`src/rtl/i2ca_pkg.sv`:
```
package i2ca_pkg;

  typedef enum logic [2:0] {
    ST_IDLE  = 3'd0,
    ST_SHIFT = 3'd1,
    ST_HOLD  = 3'd2,
    ST_ACK   = 3'd3,
    ST_WAIT  = 3'd4
  } fsm_state_t;

  typedef enum logic [1:0] {
    MK_NONE  = 2'd0,
    MK_OWN   = 2'd1,
    MK_GCALL = 2'd2,
    MK_ANY   = 2'd3
  } match_kind_t;

endpackage

```
`src/rtl/i2ca_rst_sync.sv`:
```
module i2ca_rst_sync #(
  parameter int STAGES = 2
) (
  input  logic clk,
  input  logic rst_n,
  output logic rst_n_sync
);

  logic [STAGES-1:0] chain_q;

  always_ff @(posedge clk or negedge rst_n) begin
    if (!rst_n) begin
      chain_q <= '0;
    end else begin
      chain_q <= {chain_q[STAGES-2:0], 1'b1};
    end
  end

  assign rst_n_sync = chain_q[STAGES-1];

endmodule

```
`src/rtl/i2ca_line_sync.sv`:
```
module i2ca_line_sync #(
  parameter int             W       = 2,
  parameter int             STAGES  = 2,
  parameter logic [W-1:0]   RST_VAL = '1
) (
  input  logic         clk,
  input  logic         rst_n,
  input  logic [W-1:0] d_i,
  output logic [W-1:0] q_o
);

  logic [W-1:0] stage_q [STAGES];

  for (genvar s = 0; s < STAGES; s++) begin : g_stage
    if (s == 0) begin : g_first
      always_ff @(posedge clk or negedge rst_n) begin
        if (!rst_n) begin
          stage_q[s] <= RST_VAL;
        end else begin
          stage_q[s] <= d_i;
        end
      end
    end else begin : g_next
      always_ff @(posedge clk or negedge rst_n) begin
        if (!rst_n) begin
          stage_q[s] <= RST_VAL;
        end else begin
          stage_q[s] <= stage_q[s-1];
        end
      end
    end
  end

  assign q_o = stage_q[STAGES-1];

endmodule

```
`src/rtl/i2ca_bus_cond.sv`:
```
module i2ca_bus_cond (
  input  logic clk,
  input  logic rst_n,
  input  logic scl_s_i,
  input  logic sda_s_i,
  output logic start_o,
  output logic stop_o,
  output logic scl_rise_o,
  output logic scl_fall_o
);

  logic scl_p_q;
  logic sda_p_q;
  logic scl_steady_hi;

  always_ff @(posedge clk or negedge rst_n) begin
    if (!rst_n) begin
      scl_p_q <= 1'b1;
      sda_p_q <= 1'b1;
    end else begin
      scl_p_q <= scl_s_i;
      sda_p_q <= sda_s_i;
    end
  end

  assign scl_steady_hi = scl_s_i & scl_p_q;
  assign start_o       = scl_steady_hi &  sda_p_q & ~sda_s_i;
  assign stop_o        = scl_steady_hi & ~sda_p_q &  sda_s_i;
  assign scl_rise_o    =  scl_s_i & ~scl_p_q;
  assign scl_fall_o    = ~scl_s_i &  scl_p_q;

endmodule

```
`src/rtl/i2ca_addr_cmp.sv`:
```
module i2ca_addr_cmp
  import i2ca_pkg::*;
#(
  parameter int ADDR_W = 7,
  localparam int BYTE_W = ADDR_W + 1
) (
  input  logic [BYTE_W-1:0] byte_i,
  input  logic [ADDR_W-1:0] own_addr_i,
  input  logic              gc_en_i,
  input  logic              promisc_en_i,
  output match_kind_t       kind_o
);

  logic own_hit;
  logic gc_hit;

  assign own_hit = (byte_i[BYTE_W-1:1] == own_addr_i);
  assign gc_hit  = gc_en_i && (byte_i == '0);

  always_comb begin
    if (own_hit) begin
      kind_o = MK_OWN;
    end else if (gc_hit) begin
      kind_o = MK_GCALL;
    end else if (promisc_en_i) begin
      kind_o = MK_ANY;
    end else begin
      kind_o = MK_NONE;
    end
  end

endmodule

```
`src/rtl/i2ca_addr_fsm.sv`:
```
module i2ca_addr_fsm
  import i2ca_pkg::*;
#(
  parameter int ADDR_W = 7,
  localparam int BYTE_W = ADDR_W + 1,
  localparam int CNT_W  = $clog2(BYTE_W + 1)
) (
  input  logic              clk,
  input  logic              rst_n,
  input  logic              start_i,
  input  logic              stop_i,
  input  logic              scl_rise_i,
  input  logic              scl_fall_i,
  input  logic              sda_s_i,
  input  match_kind_t       kind_i,
  input  logic              rd_strobe_i,
  output logic [BYTE_W-1:0] shreg_o,
  output logic [BYTE_W-1:0] rx_byte_o,
  output logic              rx_full_o,
  output match_kind_t       kind_o,
  output logic              irq_o,
  output logic              ack_drive_o
);

  localparam logic [CNT_W-1:0] LAST_BIT = CNT_W'(BYTE_W - 1);

  fsm_state_t        state_q, state_d;
  logic [CNT_W-1:0]  cnt_q, cnt_d;
  logic [BYTE_W-1:0] sh_q, sh_d;
  logic [BYTE_W-1:0] rxb_q;
  logic              full_q, full_d;
  match_kind_t       kind_q;
  logic              irq_q, irq_d;
  logic              load;

  always_comb begin
    state_d = state_q;
    cnt_d   = cnt_q;
    sh_d    = sh_q;
    irq_d   = 1'b0;
    load    = 1'b0;
    if (stop_i) begin
      state_d = ST_IDLE;
    end else if (start_i) begin
      state_d = ST_SHIFT;
      cnt_d   = '0;
    end else begin
      case (state_q)
        ST_SHIFT: begin
          if (scl_rise_i) begin
            sh_d  = {sh_q[BYTE_W-2:0], sda_s_i};
            cnt_d = cnt_q + 1'b1;
            if (cnt_q == LAST_BIT) begin
              state_d = ST_HOLD;
            end
          end
        end
        ST_HOLD: begin
          if (scl_fall_i) begin
            if (kind_i != MK_NONE) begin
              load    = 1'b1;
              state_d = ST_ACK;
            end else begin
              state_d = ST_WAIT;
            end
          end
        end
        ST_ACK: begin
          if (scl_fall_i) begin
            irq_d   = 1'b1;
            state_d = ST_WAIT;
          end
        end
        default: begin
          state_d = state_q;
        end
      endcase
    end
  end

  always_comb begin
    if (load) begin
      full_d = 1'b1;
    end else if (rd_strobe_i) begin
      full_d = 1'b0;
    end else begin
      full_d = full_q;
    end
  end

  always_ff @(posedge clk or negedge rst_n) begin
    if (!rst_n) begin
      state_q <= ST_IDLE;
      cnt_q   <= '0;
      sh_q    <= '0;
      full_q  <= 1'b0;
      irq_q   <= 1'b0;
    end else begin
      state_q <= state_d;
      cnt_q   <= cnt_d;
      sh_q    <= sh_d;
      full_q  <= full_d;
      irq_q   <= irq_d;
    end
  end

  always_ff @(posedge clk or negedge rst_n) begin
    if (!rst_n) begin
      rxb_q  <= '0;
      kind_q <= MK_NONE;
    end else if (load) begin
      rxb_q  <= sh_q;
      kind_q <= kind_i;
    end
  end

  assign shreg_o     = sh_q;
  assign rx_byte_o   = rxb_q;
  assign rx_full_o   = full_q;
  assign kind_o      = kind_q;
  assign irq_o       = irq_q;
  assign ack_drive_o = (state_q == ST_ACK);

endmodule

```
`src/rtl/i2c_addr_match.sv`:
```
module i2c_addr_match
  import i2ca_pkg::*;
#(
  parameter int ADDR_W      = 7,
  parameter int SYNC_STAGES = 2,
  localparam int BYTE_W     = ADDR_W + 1
) (
  input  logic              clk,
  input  logic              rst_n,
  input  logic              scl_i,
  input  logic              sda_i,
  input  logic [ADDR_W-1:0] own_addr_i,
  input  logic              gc_en_i,
  input  logic              promisc_en_i,
  input  logic              rd_strobe_i,
  output logic              sda_drive_low_o,
  output logic [BYTE_W-1:0] rx_byte_o,
  output logic              rx_full_o,
  output logic              event_irq_o,
  output logic [1:0]        match_kind_o
);

  logic              rst_n_int;
  logic [1:0]        lines_s;
  logic              start, stop, scl_rise, scl_fall;
  logic [BYTE_W-1:0] shreg;
  match_kind_t       kind_now, kind_held;

  i2ca_rst_sync #(.STAGES(2)) u_rst (
    .clk        (clk),
    .rst_n      (rst_n),
    .rst_n_sync (rst_n_int)
  );

  i2ca_line_sync #(.W(2), .STAGES(SYNC_STAGES), .RST_VAL(2'b11)) u_sync (
    .clk   (clk),
    .rst_n (rst_n_int),
    .d_i   ({scl_i, sda_i}),
    .q_o   (lines_s)
  );

  i2ca_bus_cond u_cond (
    .clk        (clk),
    .rst_n      (rst_n_int),
    .scl_s_i    (lines_s[1]),
    .sda_s_i    (lines_s[0]),
    .start_o    (start),
    .stop_o     (stop),
    .scl_rise_o (scl_rise),
    .scl_fall_o (scl_fall)
  );

  i2ca_addr_cmp #(.ADDR_W(ADDR_W)) u_cmp (
    .byte_i       (shreg),
    .own_addr_i   (own_addr_i),
    .gc_en_i      (gc_en_i),
    .promisc_en_i (promisc_en_i),
    .kind_o       (kind_now)
  );

  i2ca_addr_fsm #(.ADDR_W(ADDR_W)) u_fsm (
    .clk         (clk),
    .rst_n       (rst_n_int),
    .start_i     (start),
    .stop_i      (stop),
    .scl_rise_i  (scl_rise),
    .scl_fall_i  (scl_fall),
    .sda_s_i     (lines_s[0]),
    .kind_i      (kind_now),
    .rd_strobe_i (rd_strobe_i),
    .shreg_o     (shreg),
    .rx_byte_o   (rx_byte_o),
    .rx_full_o   (rx_full_o),
    .kind_o      (kind_held),
    .irq_o       (event_irq_o),
    .ack_drive_o (sda_drive_low_o)
  );

  assign match_kind_o = kind_held;

endmodule

```
`config.mk`:
```
export PLATFORM = sky130hd
export DESIGN_NAME = i2c_addr_match
export DESIGN_NICKNAME = d
export VERILOG_FILES = /design/src/rtl/i2ca_pkg.sv /design/src/rtl/i2ca_rst_sync.sv /design/src/rtl/i2ca_line_sync.sv /design/src/rtl/i2ca_bus_cond.sv /design/src/rtl/i2ca_addr_cmp.sv /design/src/rtl/i2ca_addr_fsm.sv /design/src/rtl/i2c_addr_match.sv
export SDC_FILE = /design/constraint.sdc
export NUM_CORES = 1
export LEC_CHECK = 0
export ABC_CLOCK_PERIOD_IN_PS = 1000
export BUFFER_PORTS_ARGS = -buffer_cell sky130_fd_sc_hd__buf_4
export CORE_UTILIZATION = 49
export CTS_CLUSTER_SIZE = 25
export DETAILED_ROUTE_END_ITERATION = 8
export PLACE_DENSITY = 0.74
export SLEW_MARGIN = 30
export SYNTH_ARGS = -nofsm -noshare
export SYNTH_HDL_FRONTEND = slang
export SYNTH_SLANG_ARGS = --single-unit
```
`constraint.sdc`:
```
create_clock -name clk -period 1 [get_ports clk]
set_input_delay 0.15 -clock clk [delete_from_list [all_inputs] [get_ports clk]]
set_output_delay 0.15 -clock clk [all_outputs]
set_load 0.05 [all_outputs]
```
Yosys cells after proc, flatten, opt, wreduce, memory -nomap -nowiden
Index checks and enable logic that the tools add are counted.
{"block": "word_totals", "in_bits": 14, "register_bits": 35, "word_cells": 70, "output_inout_bits": 13}
{"block": "op_classes", "n_eq_ne": 9, "n_bitwise": 13, "muxes": 25, "n_reduce_logical": 10, "n_addsub": 1}
{"operator": "$mux W3", "n": 7}
{"operator": "$mux W4", "n": 3}
{"operator": "$mux W1", "n": 11}
{"operator": "$pmux W3 S3", "n": 1}
{"operator": "$logic_not A8 Y1", "n": 1}
{"operator": "$ne A4 B4 Y1 const B", "n": 2}
{"operator": "$reduce_bool A2 Y1", "n": 4}
{"operator": "$and A1 B1 Y1", "n": 7}
{"operator": "$eq A7 B7 Y1", "n": 1}
{"operator": "$eq A3 B2 Y1 const B", "n": 2}
{"operator": "$mux W2", "n": 3}
{"operator": "$not A1 Y1", "n": 6}
{"operator": "$reduce_and A5 Y1", "n": 1}
{"operator": "$reduce_bool A5 Y1", "n": 1}
{"operator": "$add A4 B1 Y4 const B", "n": 1}
{"operator": "$eq A4 B3 Y1 const B", "n": 1}
{"operator": "$ne A4 B1 Y1 const B", "n": 1}
{"operator": "$ne A4 B3 Y1 const B", "n": 1}
{"operator": "$reduce_and A4 Y1", "n": 1}
{"operator": "$eq A3 B1 Y1 const B", "n": 1}
{"operator": "$reduce_and A3 Y1", "n": 1}
{"operator": "$logic_and A1 B1 Y1", "n": 1}

Logic depth before layout (Yosys ltp)
Gate-level depths: netlist of run 1.
{"block": "logic_depth", "depth_word": 11, "ltp_mapped": 5, "mapped_depth_nobuf": 5}

Hierarchy
A second synthesis of run 1 with hierarchy kept.
{"block": "unflattened", "hier_cells": 122, "area_unflattened_um2": 1659.1}
{"mod": "i2ca_addr_fsm", "seq_area_each_um2": 675.6, "cells_per_inst": 92, "n_inst": 1, "area_per_inst_um2": 1272.5}
{"mod": "i2ca_addr_cmp", "seq_area_each_um2": 0.0, "cells_per_inst": 15, "n_inst": 1, "area_per_inst_um2": 127.6}
{"mod": "i2ca_line_sync", "seq_area_each_um2": 105.1, "cells_per_inst": 6, "n_inst": 1, "area_per_inst_um2": 120.1}
{"mod": "i2ca_bus_cond", "seq_area_each_um2": 52.6, "cells_per_inst": 6, "n_inst": 1, "area_per_inst_um2": 85.1}
{"mod": "i2ca_rst_sync", "seq_area_each_um2": 50.0, "cells_per_inst": 3, "n_inst": 1, "area_per_inst_um2": 53.8}

Worst setup path before layout of run 1
Ideal clock, no wire load.
{"block": "synth_timing", "path_type": "flip-flop to flip-flop", "from": "register u_sync.stage_q, in the netlist u_sync.q_o[1]", "to": "register u_fsm.state_q[0]", "setup_time_ps": 126, "t_required_ps": 874, "arrival_ps": 1444, "n_path_buf": 0, "path_stages_with_launch": 5, "path_slack_ps": -570, "period_less_slack_ps": 1570, "path_cell_list": "dfstp_2 -> nor4b_4 -> nand2_4 -> a2bb2oi_1 -> a221o_1"}
{"block": "synth_via", "elab_chain_cells": 5, "elab_cells_between_ends": 16, "classes_between": "4 x eq/ne; 2 x mux; 8 x bitwise; 2 x reduce/logical"}
{"element": "start, declared", "line_no": "i2ca_line_sync.sv:12", "text": "logic [W-1:0] stage_q [STAGES];"}
{"element": "start signal, assigned by index", "line_no": "i2ca_line_sync.sv:28", "text": "stage_q[s] <= stage_q[s-1];"}
{"element": "$and A1 B1 Y1", "line_no": "i2ca_bus_cond.sv:26", "text": "assign scl_steady_hi = scl_s_i & scl_p_q;"}
{"element": "$and A1 B1 Y1, on equally long branches (2 in series)", "line_no": "i2ca_bus_cond.sv:27, i2ca_bus_cond.sv:28"}
{"element": "$ne A4 B3 Y1 (no line), or another cell as far along"}
{"element": "$reduce_and A5 Y1 (no line) / $mux W3 (equally long branches)"}
{"element": "end signal, assigned", "line_no": "i2ca_addr_fsm.sv:99", "text": "state_q <= state_d;"}
{"element": "end, declared", "line_no": "i2ca_addr_fsm.sv:27", "text": "fsm_state_t state_q, state_d;"}
Several ways; a longest one is shown, not always the timed one.
A chain may end at the register's enable or synchronous reset.

Worst setup path after layout of run 1
{"block": "layout_timing", "from": "register u_fsm.sh_q[3], in the netlist u_fsm.shreg_o[3]", "to": "register u_fsm.rxb_q[6], in the netlist u_fsm.rx_byte_o[6]"}
{"block": "layout_via", "elab_chain_cells": 10, "elab_cells_between_ends": 11, "classes_between": "1 x eq/ne; 7 x mux; 3 x reduce/logical"}
{"element": "start, declared", "line_no": "i2ca_addr_fsm.sv:29", "text": "logic [BYTE_W-1:0] sh_q, sh_d;"}
{"element": "start signal, assigned", "line_no": "i2ca_addr_fsm.sv:95", "text": "sh_q <= '0;"}
{"element": "start signal, assigned", "line_no": "i2ca_addr_fsm.sv:101", "text": "sh_q <= sh_d;"}
{"element": "$logic_not A8 Y1", "line_no": "i2ca_addr_cmp.sv:18", "text": "assign gc_hit = gc_en_i && (byte_i == '0);"}
{"element": "$logic_and A1 B1 Y1", "line_no": "i2ca_addr_cmp.sv:18"}
{"element": "$mux W2", "line_no": "i2ca_addr_cmp.sv:23", "text": "end else if (gc_hit) begin"}
{"element": "$mux W2 *", "line_no": "i2ca_addr_cmp.sv:21", "text": "if (own_hit) begin"}
{"element": "$reduce_bool A2 Y1 *", "line_no": "i2ca_addr_fsm.sv:60", "text": "if (kind_i != MK_NONE) begin"}
{"element": "$mux W1 *", "line_no": "i2ca_addr_fsm.sv:60"}
{"element": "$mux W1 *", "line_no": "i2ca_addr_fsm.sv:59", "text": "if (scl_fall_i) begin"}
{"element": "$mux W1 *", "line_no": "i2ca_addr_fsm.sv:48", "text": "case (state_q)"}
{"element": "$mux W1 *", "line_no": "i2ca_addr_fsm.sv:44", "text": "end else if (start_i) begin"}
{"element": "$mux W1 *", "line_no": "i2ca_addr_fsm.sv:42", "text": "if (stop_i) begin"}
{"element": "end signal, assigned", "line_no": "i2ca_addr_fsm.sv:112", "text": "rxb_q <= sh_q;"}
{"element": "end, declared", "line_no": "i2ca_addr_fsm.sv:30", "text": "logic [BYTE_W-1:0] rxb_q;"}
Every way passes the cells marked *; elsewhere a longest branch is shown, timed or not.

==> impl_metrics.yaml, run 1 <==
place:
  hpwl_microns: 2240
  place.gp.congestion: 0.788
  portBuffers: 26
die:
  ios: 27
  dieArea_sq_mm: 0.00333
  fp.dieW_microns: 57.7
  dieHeight_microns: 57.7
  core_area_sq_mm: 0.00285
  core.rowCount: 19
  start_util: 0.534
clock_network:
  cts_tree: "built"
  cts_buffer_depth: 2
  clkTransAtPathRegs_ns: 0.10
  cts_inserted_buffers: 5
  insertion_delay_ns: 0.34
  cts_max_level: 2
  cts_sinks: 35
  clock-root-buffer: "clkbuf_4"
critical_path:
  endpoint_kind: "flip-flop"
  critPathArrivalTime_ns: 2.02
  timing.rr.start: "u_fsm.shreg_o[3]"
  reg2reg_slack_ns: -0.79
  slowest_delay_ns: 0.46
  critPathRequiredTime_ns: 1.22
  crit_fanout: 6
  worstPathCellList: "xor2_2 -> nor4_2 -> and2_4 -> o21ai_4 -> buf_6 -> mux2_2"
  slowest_stage: "dfrtp_2"
  reg2regPathDepth: 6
  crit_path_end: "u_fsm.rx_byte_o[6]"
  startpoint_type: "flip-flop"
  r2r_end: "u_fsm.rx_byte_o[6]"
  worstSetupPathType: "reg -> reg"
  critPathLaunch: "u_fsm.shreg_o[3]"
routing:
  antenna_left: 0
  drc: 0
  drtPass1Iterations: 4
  avgRoutedWirePerCell_microns: 16.0
  drtIter0Drc: 26
  routed_wl_microns: 3560
  dr_total_vias: 1193
  vias_per_cell: 5.35
pwr:
  p_per_area_mw_per_mm2: 2130
  netSwitchingPower_mw: 1.89
  ir_drop_mv: 1.28
  p_int_mw: 3.08
  p_leak_nw: 1.17
  p_comb_frac: 0.452
  p_clk_frac: 0.146
  p_sw_frac: 0.381
  seqPwrFrac: 0.402
synthesis:
  synth_warnings: 0
  synth_area_sq_mm: 0.00152
  avgSynthCellArea_sq_um: 13.0
  synth_flop_cell: "dfrtp_1"
  ys_ff_latch: 35
  synth_edf_count: 0
  synth_cell_types: 37
  ys_async_sr_fraction: 1.00
  syn-num-nets: 132
  yosysSeqAreaShare: 0.580
  synthCells: 117
sta:
  period_needed_ns: 1.79
  hold_violations: 0
  holdWs_ns: 0.123
  setup_viol: 40
  max_freq_mhz: 558
  layout_setup_ws_ns: -0.793
  slew_viol_final: 0
  fin_skew_ns: 0.00722
  period_share: 1.79
  rsz0062_at_grt: "yes"
grt:
  globalRouteTotalUtil: 0.231
  grt_pass1_wl_microns: 5690
  grt_max_degree: 24
  grt_pass1_vias: 1305
  grt_overflow: 0
  antenna_found_initial: 0
layout:
  final_common_cell: "buf_4"
  final_util: 0.817
  drive_gt1_frac: 0.615
  antennaDiodeCount: 0
  area_delta_synth_final_pct: 53.1
  nets: 206
  final_cell_mix: "44 x buf_4, 25 x dfrtp_1, 18 x buf_6"
status:
  outcome: "complete, but fails checks"
  failed_checks: "setup timing"
run:
  cap_viol_max_count: 0
worst_hold_path:
  hp-class: "in -> async"
[cells in the mapped netlist, drive strengths merged (2+ instances only)]
cell type  number  area [sq um]
o21ai          10          61.3
nor3            4          20.0
nand2           4          22.5
inv             6          22.5
a22o            2          17.5
nand3b          2          15.0
mux2           15           169
a21oi           3          15.0
dfrtp          29           726
xor2            7          61.3
nand3           2          10.0
nor2            6          38.8
nor4            2          18.8
dfstp           6           158
[flip-flops by register name, indices dropped and copies added, names as in the netlist]
register         flops
u_cond.scl_p_q       1
u_cond.sda_p_q       1
u_fsm.cnt_q          4
u_fsm.irq_o          1
u_fsm.kind_o         2
u_fsm.rx_byte_o      8
u_fsm.rx_full_o      1
u_fsm.shreg_o        8
u_fsm.state_q        3
u_rst.chain_q        2
u_sync.q_o           2
u_sync.stage_q       2
[critical path, delay by kind of cell, from the launching register on]
kind	cells	cell delay [ns]
DFF	1	0.46
xor gates and xnor gates	1	0.16
AOI/OAI and AO/OA	1	0.07
and+or+nand+nor	2	0.57
buffers and inverters	1	0.14
muxes	1	0.28
[layer usage]
layer  vias to the layer above  global-route usage  share of wire  wire length [microns]
met5                         -                   0              0                      0
met4                         0               0.122          0.041                    146
met3                        15              0.0536          0.032                    115
met2                        33               0.389           0.53                   1880
met1                       578               0.275           0.40                   1430
li1                        567                   -              -                      -
[kinds of logic after synthesis]
kind of cell               share of synthesized area
AOI/OAI and AO/OA                             0.0904
and+or+nand+nor                                0.138
adders and majority gates                    0.00822
muxes                                          0.118
xor gates and xnor gates                      0.0460
buffers and inverters                         0.0173
other                                        0.00246
DFF                                            0.580
[how the worst min path moves through the flow]
stage / startpoint / to / slack (ns) / cells past startpoint
after floorplan: rst_n / u_rst.chain_q[0] / -0.15 / 0
after global placement: rst_n / u_rst.chain_q[0] / -0.07 / 1
after detailed placement: rst_n / u_rst.chain_q[0] / -0.07 / 1
after CTS: rst_n / u_rst.chain_q[1] / 0.10 / 2
after global routing: rst_n / u_rst.chain_q[0] / 0.12 / 2
final: rst_n / u_rst.chain_q[1] / 0.12 / 2
[through the flow]
step	cells	worst slack (ns)	area, sq um	power [mW]	TNS [ns]
5_1_grt	223	-0.837	2330	5.24	-18.29
3_3_place_gp	197	-0.654	1970	3.66	-13.60
2_1_floorplan	117	-0.517	1550	3.04	-10.85
3_5_place_dp	197	-0.697	1970	3.73	-14.64
4_1_cts	216	-0.691	2220	4.77	-15.48
6_report	223	-0.793	2330	4.98	-16.46
[timing repair]
item | 4_1_cts | 5_1_grt
hold endpoints to repair | 5 | 0
buffers inserted | 7 | 9
pin swaps | 8 | 6
setup endpoints to repair | 40 | 40
cloned | 1 | 0
hold buffers | 4 | 0
resized for setup | 33 | 18
[power by group through the flow]
stage / logic [mW] / clock network [mW] / registers, mW
2_1_floorplan: 0.729 / 0 / 2.31
3_3_place_gp: 1.71 / 0 / 1.96
3_5_place_dp: 1.75 / 0 / 1.98
4_1_cts: 2.03 / 0.760 / 1.98
5_1_grt: 2.40 / 0.805 / 2.04
6_report: 2.25 / 0.724 / 2.00
[cell type report]
type / count / area, sq um
Clock buffer: 7 / 45.0
Sequential cell: 35 / 888
Clock inverter: 1 / 5.00
Multi-Input combinational cell: 75 / 723
Inverter: 6 / 22.5
Tap cell: 31 / 38.8
Timing Repair Buffer: 68 / 608
Fill cell: 170 / 522
Power figures use the tool's default switching activity.
==> inputs of run 2 (changes only) <==
SKIP_LAST_GASP = 1   (was default)
==> run 2 against run 1 <==
The run still ends with setup timing left; clock-buffer cell count unchanged; non-clock buffer count decreased by 1; clock skew increased by 0.0029 ns; die area unchanged; via count increased by 1.7%; global-route usage decreased by 0.49 points; critical endpoint is now u_fsm.rx_byte_o[1].
==> impl_metrics.yaml, run 2 (synthesis results as in run 1) <==
status:
  outcome: "complete, but fails checks"
  failed_checks: "setup timing"
pwr:
  p_leak_nw: 1.16
  ir_drop_mv: 1.27
  power.total_mw: 4.98
  p_per_area_mw_per_mm2: 2160
run:
  cap_viol_max_count: 0
critical_path:
  slowest_stage: "dfrtp_2"
  critical_path_buf_inv_count: 0
  crit_fanout: 5
  critPathRequiredTime_ns: 1.23
  worstSetupPathType: "reg -> reg"
  path_delay_family: "simple AND/OR/NAND/NOR gates"
  critPathArrivalTime_ns: 1.99
  startpoint_type: "flip-flop"
  endpoint_kind: "flip-flop"
  slowest_delay_ns: 0.46
  worstPathCellList: "xor2_2 -> nor4_2 -> and2_4 -> o21ai_4 -> mux2_4"
sta:
  fin_skew_ns: 0.0101
  rsz0062_at_grt: "yes"
  fin_tns_setup_ns: -16.24
  period_needed_ns: 1.75
  hold_violations: 0
  setup_viol: 40
  max_freq_mhz: 570
  period_share: 1.75
  slew_viol_final: 0
  layout_setup_ws_ns: -0.755
grt:
  antenna_found_initial: 0
  gr-usage-met2: 0.389
  grt_max_degree: 24
  globalRouteTotalUtil: 0.226
  grtUsageMet3: 0.0491
  grt_busiest_layer: "met2"
  grt_pass1_vias: 1293
  grt_pass1_wl_microns: 5590
  use_met1: 0.272
  grt_overflow: 0
place:
  place.gp.congestion: 0.788
  hpwl_microns: 2240
  dp_slack_ns: -0.697
  dpl-instance-area_sq_mm: 0.00197
  portBuffers: 26
die:
  ios: 27
  core.rowCount: 19
  core_area_sq_mm: 0.00285
  start_util: 0.534
  dieArea_sq_mm: 0.00333
  fp.dieW_microns: 57.7
  dieHeight_microns: 57.7
worst_hold_path:
  hp-class: "in -> async"
layout:
  final_util: 0.807
  final_cell_mix: "45 x buf_4, 25 x dfrtp_1, 17 x buf_6"
  final_common_cell: "buf_4"
  drive_gt1_frac: 0.599
  antennaDiodeCount: 0
  nets: 206
  area_delta_synth_final_pct: 51.1
  stdcell_area_sq_mm: 0.00230
clock_network:
  cts_tree: "built"
  cts_max_level: 2
  cts_sinks: 35
  clkTransAtPathRegs_ns: 0.10
  clock-root-buffer: "clkbuf_4"
  cts_inserted_buffers: 5
  cts_buffer_depth: 2
  insertion_delay_ns: 0.34
routing:
  dr_total_vias: 1213
  routed_wl_microns: 3590
  antenna_left: 0
  avgRoutedWirePerCell_microns: 16.1
  drtPass1Iterations: 4
  drc: 0
  drtIter0Drc: 36
  vias_per_cell: 5.44
-- run 2: path summary, 6_finish.rpt --
| check | start | endpoint | slack, ns | cells after the start |
|---|---|---|---|---|
| setup / recovery | u_fsm.shreg_o[3] | u_fsm.rx_byte_o[1] | -0.75 | 5 |
| hold / removal | rst_n | u_rst.chain_q[0] | 0.12 | 2 |
| setup reg to reg | u_fsm.shreg_o[3] | u_fsm.rx_byte_o[1] | -0.75 | 5 |
| hold reg to reg | u_rst.chain_q[1] | u_fsm.irq_o | 0.14 | 0 |
| max in group asynchronous | u_rst.chain_q[1] | u_fsm.shreg_o[3] | 0.46 | 1 |
| min in group clk | promisc_en_i | u_fsm.kind_o[0] | 0.16 | 3 |
-- run 2: stage by stage --
| stage | instances | hold slack [ns] |
|---|---|---|
| after floorplan | 117 | -0.146 |
| after global placement | 197 | -0.0681 |
| after detailed placement | 197 | -0.0661 |
| after CTS | 216 | 0.101 |
| after global routing | 223 | 0.119 |
| final | 223 | 0.118 |
-- run 2: repair_timing --
item                                    CTS  global route
buffers inserted                          7             9
hold buffers                              4             0
pin swaps                                 8             7
endpoints found under the setup margin   40            40
gates cloned                              1             1
resized for setup                        30            13
hold endpoints to repair                  5             0
-- run 2: cell type report --
class	count	area, sq um
fillers	175	552
multi-input cells	76	712
repair buffers	67	589
flip-flops and latches	35	888
clock inverters	1	5.00
clock buffers	7	45.0
well taps	31	38.8
inverters	6	22.5
-- run 2: per-layer routing --
metal / up-vias / wire [microns]
li1: 566 / -
met1: 602 / 1530
met2: 32 / 1810
met3: 13 / 127
met4: 0 / 124
met5: - / 0
-- run 2: where the power goes --
part | total (mW) | switching, mW | leakage (nW) | internal [mW]
Sequential | 2.01 | 0.308 | 0.441 | 1.70
Combinational | 2.24 | 1.14 | 0.690 | 1.10
Clock | 0.732 | 0.458 | 0.0293 | 0.274
Total | 4.98 | 1.90 | 1.16 | 3.07
